<file path="src/rtl/spi_phase_tracker.sv">
module spi_phase_tracker #(
  parameter int DATE_BITS = 3,
  parameter int DATA_BITS = 12,
  localparam int CNT_W = $clog2(DATA_BITS > DATE_BITS ? DATA_BITS : DATE_BITS)
) (
  input  logic             clk,
  input  logic             rst,
  input  logic             sel_in,
  input  logic             sclk_in,
  output logic [1:0]       phase,
  output logic [CNT_W-1:0] bits_left,
  output logic             frame_done
);

  typedef enum logic [1:0] {
    PH_FLAG = 2'b00,
    PH_DATE = 2'b01,
    PH_DATA = 2'b10,
    PH_IDLE = 2'b11
  } phase_t;

  localparam logic [CNT_W-1:0] DATE_LAST = CNT_W'(DATE_BITS - 1);
  localparam logic [CNT_W-1:0] DATA_LAST = CNT_W'(DATA_BITS - 1);

  logic   sel_m, sel_s;
  logic   sck_m, sck_s, sck_p;
  logic   rise;
  phase_t state;
  logic [CNT_W-1:0] cnt;
  logic   done_q;

  always_ff @(posedge clk) begin
    if (rst) begin
      sel_m <= 1'b0;
      sel_s <= 1'b0;
      sck_m <= 1'b0;
      sck_s <= 1'b0;
      sck_p <= 1'b0;
    end else begin
      sel_m <= sel_in;
      sel_s <= sel_m;
      sck_m <= sclk_in;
      sck_s <= sck_m;
      sck_p <= sck_s;
    end
  end

  assign rise = sck_s & ~sck_p;

  always_ff @(posedge clk) begin
    if (rst) begin
      state  <= PH_IDLE;
      cnt    <= '0;
      done_q <= 1'b0;
    end else begin
      done_q <= 1'b0;
      if (!sel_s) begin
        state <= PH_IDLE;
        cnt   <= '0;
      end else begin
        case (state)
          PH_IDLE: begin
            state <= PH_FLAG;
            cnt   <= '0;
          end
          PH_FLAG: if (rise) begin
            state <= PH_DATE;
            cnt   <= DATE_LAST;
          end
          PH_DATE: if (rise) begin
            if (cnt == '0) begin
              state <= PH_DATA;
              cnt   <= DATA_LAST;
            end else begin
              cnt <= cnt - 1'b1;
            end
          end
          PH_DATA: if (rise) begin
            if (cnt == '0) begin
              state  <= PH_FLAG;
              done_q <= 1'b1;
            end else begin
              cnt <= cnt - 1'b1;
            end
          end
          default: begin
            state <= PH_IDLE;
            cnt   <= '0;
          end
        endcase
      end
    end
  end

  assign phase      = state;
  assign bits_left  = cnt;
  assign frame_done = done_q;

  AST_DESELECT_IDLE: assert property (@(posedge clk) disable iff (rst)
    !sel_s |=> (phase == 2'b11 && bits_left == '0));

  AST_FLAG_ZERO: assert property (@(posedge clk) disable iff (rst)
    (phase == 2'b00) |-> (bits_left == '0));

  AST_DATE_LOAD: assert property (@(posedge clk) disable iff (rst)
    (phase == 2'b01 && $past(phase) == 2'b00) |-> (bits_left == DATE_LAST));

  AST_DATA_LOAD: assert property (@(posedge clk) disable iff (rst)
    (phase == 2'b10 && $past(phase) == 2'b01) |-> (bits_left == DATA_LAST));

  AST_DONE_TO_FLAG: assert property (@(posedge clk) disable iff (rst)
    frame_done |-> (phase == 2'b00 && $past(phase) == 2'b10));

  AST_DONE_SINGLE: assert property (@(posedge clk) disable iff (rst)
    frame_done |=> !frame_done);

  AST_HOLD_NO_EDGE: assert property (@(posedge clk) disable iff (rst)
    (sel_s && !rise && phase != 2'b11) |=> ($stable(phase) && $stable(bits_left)));

endmodule

</file>
<file path="config.mk">
export PLATFORM = sky130hd
export DESIGN_NAME = spi_phase_tracker
export DESIGN_NICKNAME = d
export VERILOG_FILES = /design/src/rtl/spi_phase_tracker.sv
export SDC_FILE = /design/constraint.sdc
export NUM_CORES = 1
export LEC_CHECK = 0
export ABC_AREA = 1
export BUFFER_PORTS_ARGS = -buffer_cell sky130_fd_sc_hd__buf_2
export CAP_MARGIN = 20
export CORE_AREA = 2 2 39 41
export CTS_BUF_LIST = sky130_fd_sc_hd__clkbuf_8
export DETAILED_ROUTE_END_ITERATION = 12
export DIE_AREA = 0 0 41 43
export PLACE_DENSITY = 0.61
export SLEW_MARGIN = 30
export SYNTH_ARGS = -nofsm -noshare
export SYNTH_HDL_FRONTEND = slang
export SYNTH_SLANG_ARGS = --single-unit
</file>
<file path="constraint.sdc">
create_clock -name clk -period 1.2 [get_ports clk]
set_input_delay 0.06 -clock clk [delete_from_list [all_inputs] [get_ports clk]]
set_output_delay 0.06 -clock clk [all_outputs]
set_load 0.01 [all_outputs]
</file>
==> metrics.cfg, run 1 <==
[drt]
drcViolationCount = 0
postRouteAntennaNets = 0
firstDrtPassIters = 4
wl_mm = 1.02
vias = 509
vias_per_cell = 4.59
avgRoutedWirePerCell_um = 9.20
dr.first_iter.drc_count = 5

[sta]
worst_pin_slew_ns = 0.232
period_needed_ns = 1.12
relSlewSlack_pct = 84.5
finalCritPeriodShare_pct = 93.5
setup_violations = 0
skew_ns = 0.000833
clock.fmax_mhz = 891
hold_viol = 0
hold_ws_ns = 0.0144
drv_slew = 0
fin_tns_setup_ns = 0

[power_and_ir_drop]
p_per_area_nw_per_um2 = 1270
ir_drop_v = 0.000669
p_leak_uw = 0.000356

[place]
dpl.cell_count = 107
place_congestion = 0.742
io_buffer_count = 10
place_area_sq_um = 652
dp_hpwl_um = 758

[min_path]
hp-class = input pin to register

[die]
die_h_um = 43
die_area_sq_um = 1760
num_rows = 14
coreArea_sq_um = 1380
initial_utilization_pct = 40.9
die_w_um = 41
io_pins = 11

[layout]
final_cells = 111
final_cell_area_sq_um = 732
seq_area_sq_um = 244
n_fill_cell = 140
layout-drive-gt1-share_pct = 35.8
nNetsFinal = 102
diodes = 0
syn_to_final_growth_pct = 29.4
multiInputGateArea_sq_um = 288

[global_route]
grt_pass1_wl_mm = 1.62
grt_max_degree = 8
grt_pass1_vias = 426
groute.usage.overall_pct = 14.2
antenna_found_initial = 0
overflow = 0

[clocking]
cts_buffers = 3
cts_tree = yes
clock_path_buffers = 2
htreeDepth = 1
cts.clk_slew.worst_paths_ns = 0.05
root_buffer = clkbuf_8
cts_sinks = 12
clock_latency_ns = 0.24

[setup_path]
critPathArrivalTime_ns = 1.29
critPathLaunchType = register
reg2reg_slack_ns = 0.08
end_kind = register
crit_fanout = 5
cp.required_ns = 1.37
crit_type = register to register

[yosys]
syn_inst = 79
ys_seq_area_share_pct = 42.5
postSynthAreaPerCell_sq_um = 7.16
syn-num-nets = 85
synth_seq_cells = 12
synth-warning-count = 0
synth_area_sq_um = 566
synth_cell_types = 18

[run_status]
outcome = completed

[run]
maxCapViolCount = 0

cells in the final DEF, fill, tap and decap left out, types with 2 or more instances in the layout:
master,n
inv_1,11
nand3_1,4
nand2_4,2
nand2_1,19
nand3_2,2
nor2_2,2
clkbuf_8,4
nor2_1,9
a21oi_1,3
dfxtp_2,3
buf_2,10
buf_4,2
dfxtp_1,9
inv_2,5
logic make-up (layout without fill, tap and decap cells):
logic type | count (synthesis) | in the layout | share of synthesized area, %
AO/OA/AOI/OAI | 5 | 5 | 4.87
buffers and inverters | 16 | 32 | 10.6
AND/OR/NAND/NOR | 44 | 44 | 37.6
adder cells (fa/ha/maj) | 2 | 2 | 4.42
flip-flops | 12 | 12 | 42.5
critical path: stages, from the launching register on:
cell	delay, ns
dfxtp_1	0.37
inv_2	0.07
ha_4	0.17
nand3_2	0.10
nand2_4	0.07
nor2_2	0.10
nand2_1	0.06
a21oi_1	0.11
layout make-up:
class / count / area share (%)
flip-flops and latches: 12 / 33.3
inverters: 16 / 8.21
well taps: 16 / 2.74
clock buffers: 4 / 7.52
multi-input cells: 51 / 39.3
repair buffers: 12 / 8.89
where the power goes:
part | switching (uW) | leakage [uW] | internal, uW
sequential | 6.66 | 0.0000975 | 410
combinational | 41.9 | 0.000229 | 28.0
clock | 151 | 0.0000288 | 290
metrics by stage:
| step | utilization (%) | setup slack (ns) | total power (uW) |
|---|---|---|---|
| finish | 52.9 | 0.0778 | 927 |
| global route | 52.9 | -0.0120 | 975 |
| CTS | 51.6 | 0.00173 | 944 |
| detailed placement | 47.1 | -0.00962 | 492 |
| global placement | 47.1 | 0.0149 | 492 |
| floorplan | - | 0.0459 | 473 |
synth_stat cells, drive strengths merged:
library cell   n  area share [%]
inv           16              11
nand3          6             6.2
o211ai         1             1.3
or2            1             1.1
nand2         22              18
dfxtp         12              42
nor2          12             9.3
nand3b         1             1.3
o21ai          1            0.88
nor3           1            0.88
nand4          1             1.1
ha             2             4.4
a21oi          3             2.7
registers in the layout, indices dropped and copies added, names as in the netlist:
| register | flops |
|---|---|
| bits_left | 4 |
| sel_s | 1 |
| phase | 2 |
| sel_m | 1 |
| sck_m | 1 |
| frame_done | 1 |
| sck_s | 1 |
| sck_p | 1 |
worst paths after layout:
path	to	cells after the start	from
worst min-delay path	sel_m	3	sel_in
worst max-delay path	bits_left[0]	7	bits_left[1]
worst min register to register	sck_s	2	sck_m
worst max register to register	bits_left[0]	7	bits_left[1]
timing repair:
action | 4_1_cts | 5_1_grt
pin swaps | 1 | 0
endpoints found under the hold margin | 0 | 0
hold buffers | 0 | 0
resized for setup | 2 | 6
endpoints found under the setup margin | 1 | 5
buffers inserted | 0 | 0
layer usage:
layer	part of all wire, %	global-route usage (%)	vias to the layer above	routed length (um)
li1	-	-	270	-
met1	44	16.0	226	454
met2	48	19.4	8	485
met3	4.2	6.28	5	43
met4	3.6	12.0	0	37
met5	0	0	-	0
Note: power is estimated with default switching activity, not from simulation.
==> run 2: changes to the inputs <==
--- a/config.mk
+++ b/config.mk
@@ -7,12 +7,13 @@
 export LEC_CHECK = 0
 export ABC_AREA = 1
 export BUFFER_PORTS_ARGS = -buffer_cell sky130_fd_sc_hd__buf_2
-export CAP_MARGIN = 20
-export CORE_AREA = 2 2 39 41
+export CAP_MARGIN = 10
+export CELL_PAD_IN_SITES_DETAIL_PLACEMENT = 1
+export CELL_PAD_IN_SITES_GLOBAL_PLACEMENT = 1
+export CORE_UTILIZATION = 39
 export CTS_BUF_LIST = sky130_fd_sc_hd__clkbuf_8
 export DETAILED_ROUTE_END_ITERATION = 12
-export DIE_AREA = 0 0 41 43
-export PLACE_DENSITY = 0.61
+export PLACE_DENSITY = 0.76
 export SLEW_MARGIN = 30
 export SYNTH_ARGS = -nofsm -noshare
 export SYNTH_HDL_FRONTEND = slang
==> constraint.sdc (replaced) <==
create_clock -name clk -period 1.1 [get_ports clk]
set_input_delay 0.055 -clock clk [delete_from_list [all_inputs] [get_ports clk]]
set_output_delay 0.055 -clock clk [all_outputs]
set_load 0.01 [all_outputs]
==> run 2 against run 1 <==
Against the previous run: the run now ends with setup timing left; global-route usage increased by 8.9 points; design area increased by 15%; fmax decreased by 1.1%; flip-flop and latch count unchanged; critical path depth unchanged; power increased by 12%; sequential power increased by 8.9%; count of clock-buffer cells in the layout unchanged; critical path type unchanged; largest power group unchanged; highest routed layer unchanged.
==> metrics.cfg, run 2 (synthesis results as in run 1) <==
[layout]
layout-drive-gt1-share_pct = 46.6  ; +11 points
utilization_pct = 63.7  ; +11 points
largest_reg_flops = 4  ; unchanged
diodes = 0  ; unchanged
layout_common_cells = nand2_1, inv_1, buf_2, buf_4
final_cells = 118  ; +6.3%
final_common_cell = nand2_1
nNetsFinal = 110  ; +7.8%
syn_to_final_growth_pct = 48.5

[die]
die_h_um = 40.1  ; -6.8%
coreArea_sq_um = 1320  ; -4.8%
io_pins = 11  ; unchanged
initial_utilization_pct = 42.9  ; +2.1 points
die_w_um = 40.1  ; -2.2%
num_rows = 13  ; -1
die_area_sq_um = 1610  ; -8.9%

[sta]
period_needed_ns = 1.13  ; +0.0119 ns
clock.fmax_mhz = 882  ; -1.1%
relSlewSlack_pct = 87.9  ; +3.4 points
skew_ns = 0.00219  ; +0.00136 ns
setup_ws_ns = -0.0341  ; -0.112 ns
hold_viol = 0  ; unchanged
setup_violations = 5  ; +5
hold_ws_ns = 0.0196  ; +0.00516 ns
drv_slew = 0  ; unchanged
finalCritPeriodShare_pct = 103  ; +9.6 points
rsz0062_at_grt = true
fin_tns_setup_ns = -0.0871  ; -0.0871 ns
worst_pin_slew_ns = 0.181  ; -0.0511 ns

[global_route]
overflow = 0  ; unchanged
grt_pass1_vias = 549  ; +29%
groute.usage.overall_pct = 23.2  ; +8.9 points
antenna_found_initial = 0  ; unchanged
grt_pass1_wl_mm = 2.37  ; +46%
grt_max_degree = 8  ; unchanged

[setup_path]
cp.required_ns = 1.27  ; -0.10 ns
critPathLaunchType = register
crit_family = simple AND/OR/NAND/NOR gates
r2r_end = bits_left[0]
critPathArrivalTime_ns = 1.31  ; +0.02 ns
cpMaxStageDelayCell = dfxtp_2
critical_path.cell_chain = inv_4 > ha_4 > nand3_4 > nand2_8 > nor2_4 > nand2_1 > a21oi_2
reg2regPathDepth = 7  ; unchanged
max_stage_delay_ns = 0.36  ; about the same
end_kind = register
crit_type = register to register
reg2reg_slack_ns = -0.03  ; -0.11 ns
crit_buf_inv = 1  ; unchanged
r2r-start = bits_left[0]
crit_fanout = 5  ; unchanged

[place]
dpl.cell_count = 113  ; +5.6%
place_congestion = 0.744  ; +0.32%
io_buffer_count = 10  ; unchanged
dp_hpwl_mm = 1.07  ; +42%

[clocking]
clock_path_buffers = 2  ; unchanged
cts_sinks = 12  ; unchanged
clock_latency_ns = 0.24  ; about the same
cts_tree = yes
ctsHoldBuffers = 0  ; unchanged
root_buffer = clkbuf_8
htreeDepth = 1  ; unchanged
cts.clk_slew.worst_paths_ns = 0.05  ; about the same
cts_buffers = 3  ; unchanged

[power_and_ir_drop]
p_leak_uw = 0.000402  ; +13%
p_comb_share_pct = 10.2  ; +2.7 points
switching_share_pct = 22.5  ; +1.0 points
p_int_uw = 803  ; +10%
seqPwrFrac_pct = 43.7  ; -1.2 points
clkPwrFrac_pct = 46.1  ; -1.4 points
p_per_area_nw_per_um2 = 1240  ; -2.4%
power.switching_uw = 234  ; +17%
ir_drop_v = 0.000666  ; -0.37%

[min_path]
min_from = sclk_in
hp-class = input pin to register
hold_depth = 3  ; unchanged
hold_end = sck_m

[drt]
avgRoutedWirePerCell_um = 14.0  ; +53%
dr.first_iter.drc_count = 2  ; -3
wl_mm = 1.66  ; +62%
vias = 574  ; +13%
postRouteAntennaNets = 0  ; unchanged
drcViolationCount = 0  ; unchanged
firstDrtPassIters = 3  ; -1
vias_per_cell = 4.86  ; +6.1%

[run_status]
violations = setup timing
outcome = complete, but fails checks

[run]
maxCapViolCount = 0  ; unchanged

-- run 2: cell types whose count changed in the layout (fill, tap and decap cells not counted), moves of 2 or more --
cell     previous run  this run
nand2_2             1         4
buf_4               2        10
nor2_4              1         3
inv_2               5         3
inv_4               0         2
nand2_1            19        16
-- run 2: power by group through the flow --
stage               clock, uW  sequential, uW  combinational, uW
finish                    478             453                106
global route              508             454                117
CTS                       491             454               97.1
detailed placement          0             462               87.6
global placement            0             461               84.4
floorplan                   0             463               53.5
-- run 2: tightest hold or removal path, stage by stage --
cell and delay [ns]:
buf_2 0.07, inv_1 0.03, nor2_1 0.06
-- run 2: repair_timing --
action,CTS,global route
setup endpoints to repair,6,6
pin swaps,2,2
resized for setup,10,7
buffers inserted,0,1
-- run 2: worst max path at each step --
stage / startpoint / endpoint / slack (ns) / cells past startpoint
3_3_place_gp: bits_left[1] / bits_left[1] / -0.03 / 7
3_5_place_dp: bits_left[1] / bits_left[1] / -0.04 / 7
4_1_cts: bits_left[0] / bits_left[1] / -0.02 / 6
6_report: bits_left[0] / bits_left[0] / -0.03 / 7
2_1_floorplan: phase[0] / phase[0] / 0.01 / 7
5_1_grt: bits_left[0] / bits_left[0] / -0.08 / 7
-- run 2: layout make-up --
class                      instances  area, sq um
multi-input combinational         51          328
tap                               15         18.8
sequential                        12          248
inverter                          16         65.1
timing repair buffer              20          125
clock buffer                       4         55.1
fill                             170          478
-- run 2: per-layer routing --
layer / share of wire [%] / GRT usage [%] / wire, um
met5: 0 / 0 / 0
met4: 0.54 / 7.76 / 9
met3: 2.5 / 5.00 / 41
met2: 55 / 44.4 / 916
met1: 42 / 24.3 / 689
-- run 2: metrics by stage --
step / setup WS [ns] / instance area, sq um / total power [uW]
6_report: -0.0341 / 840 / 1040
3_3_place_gp: -0.0326 / 718 / 546
4_1_cts: -0.0239 / 807 / 1040
3_5_place_dp: -0.0444 / 718 / 550
5_1_grt: -0.0799 / 840 / 1080
2_1_floorplan: 0.0140 / 582 / 517
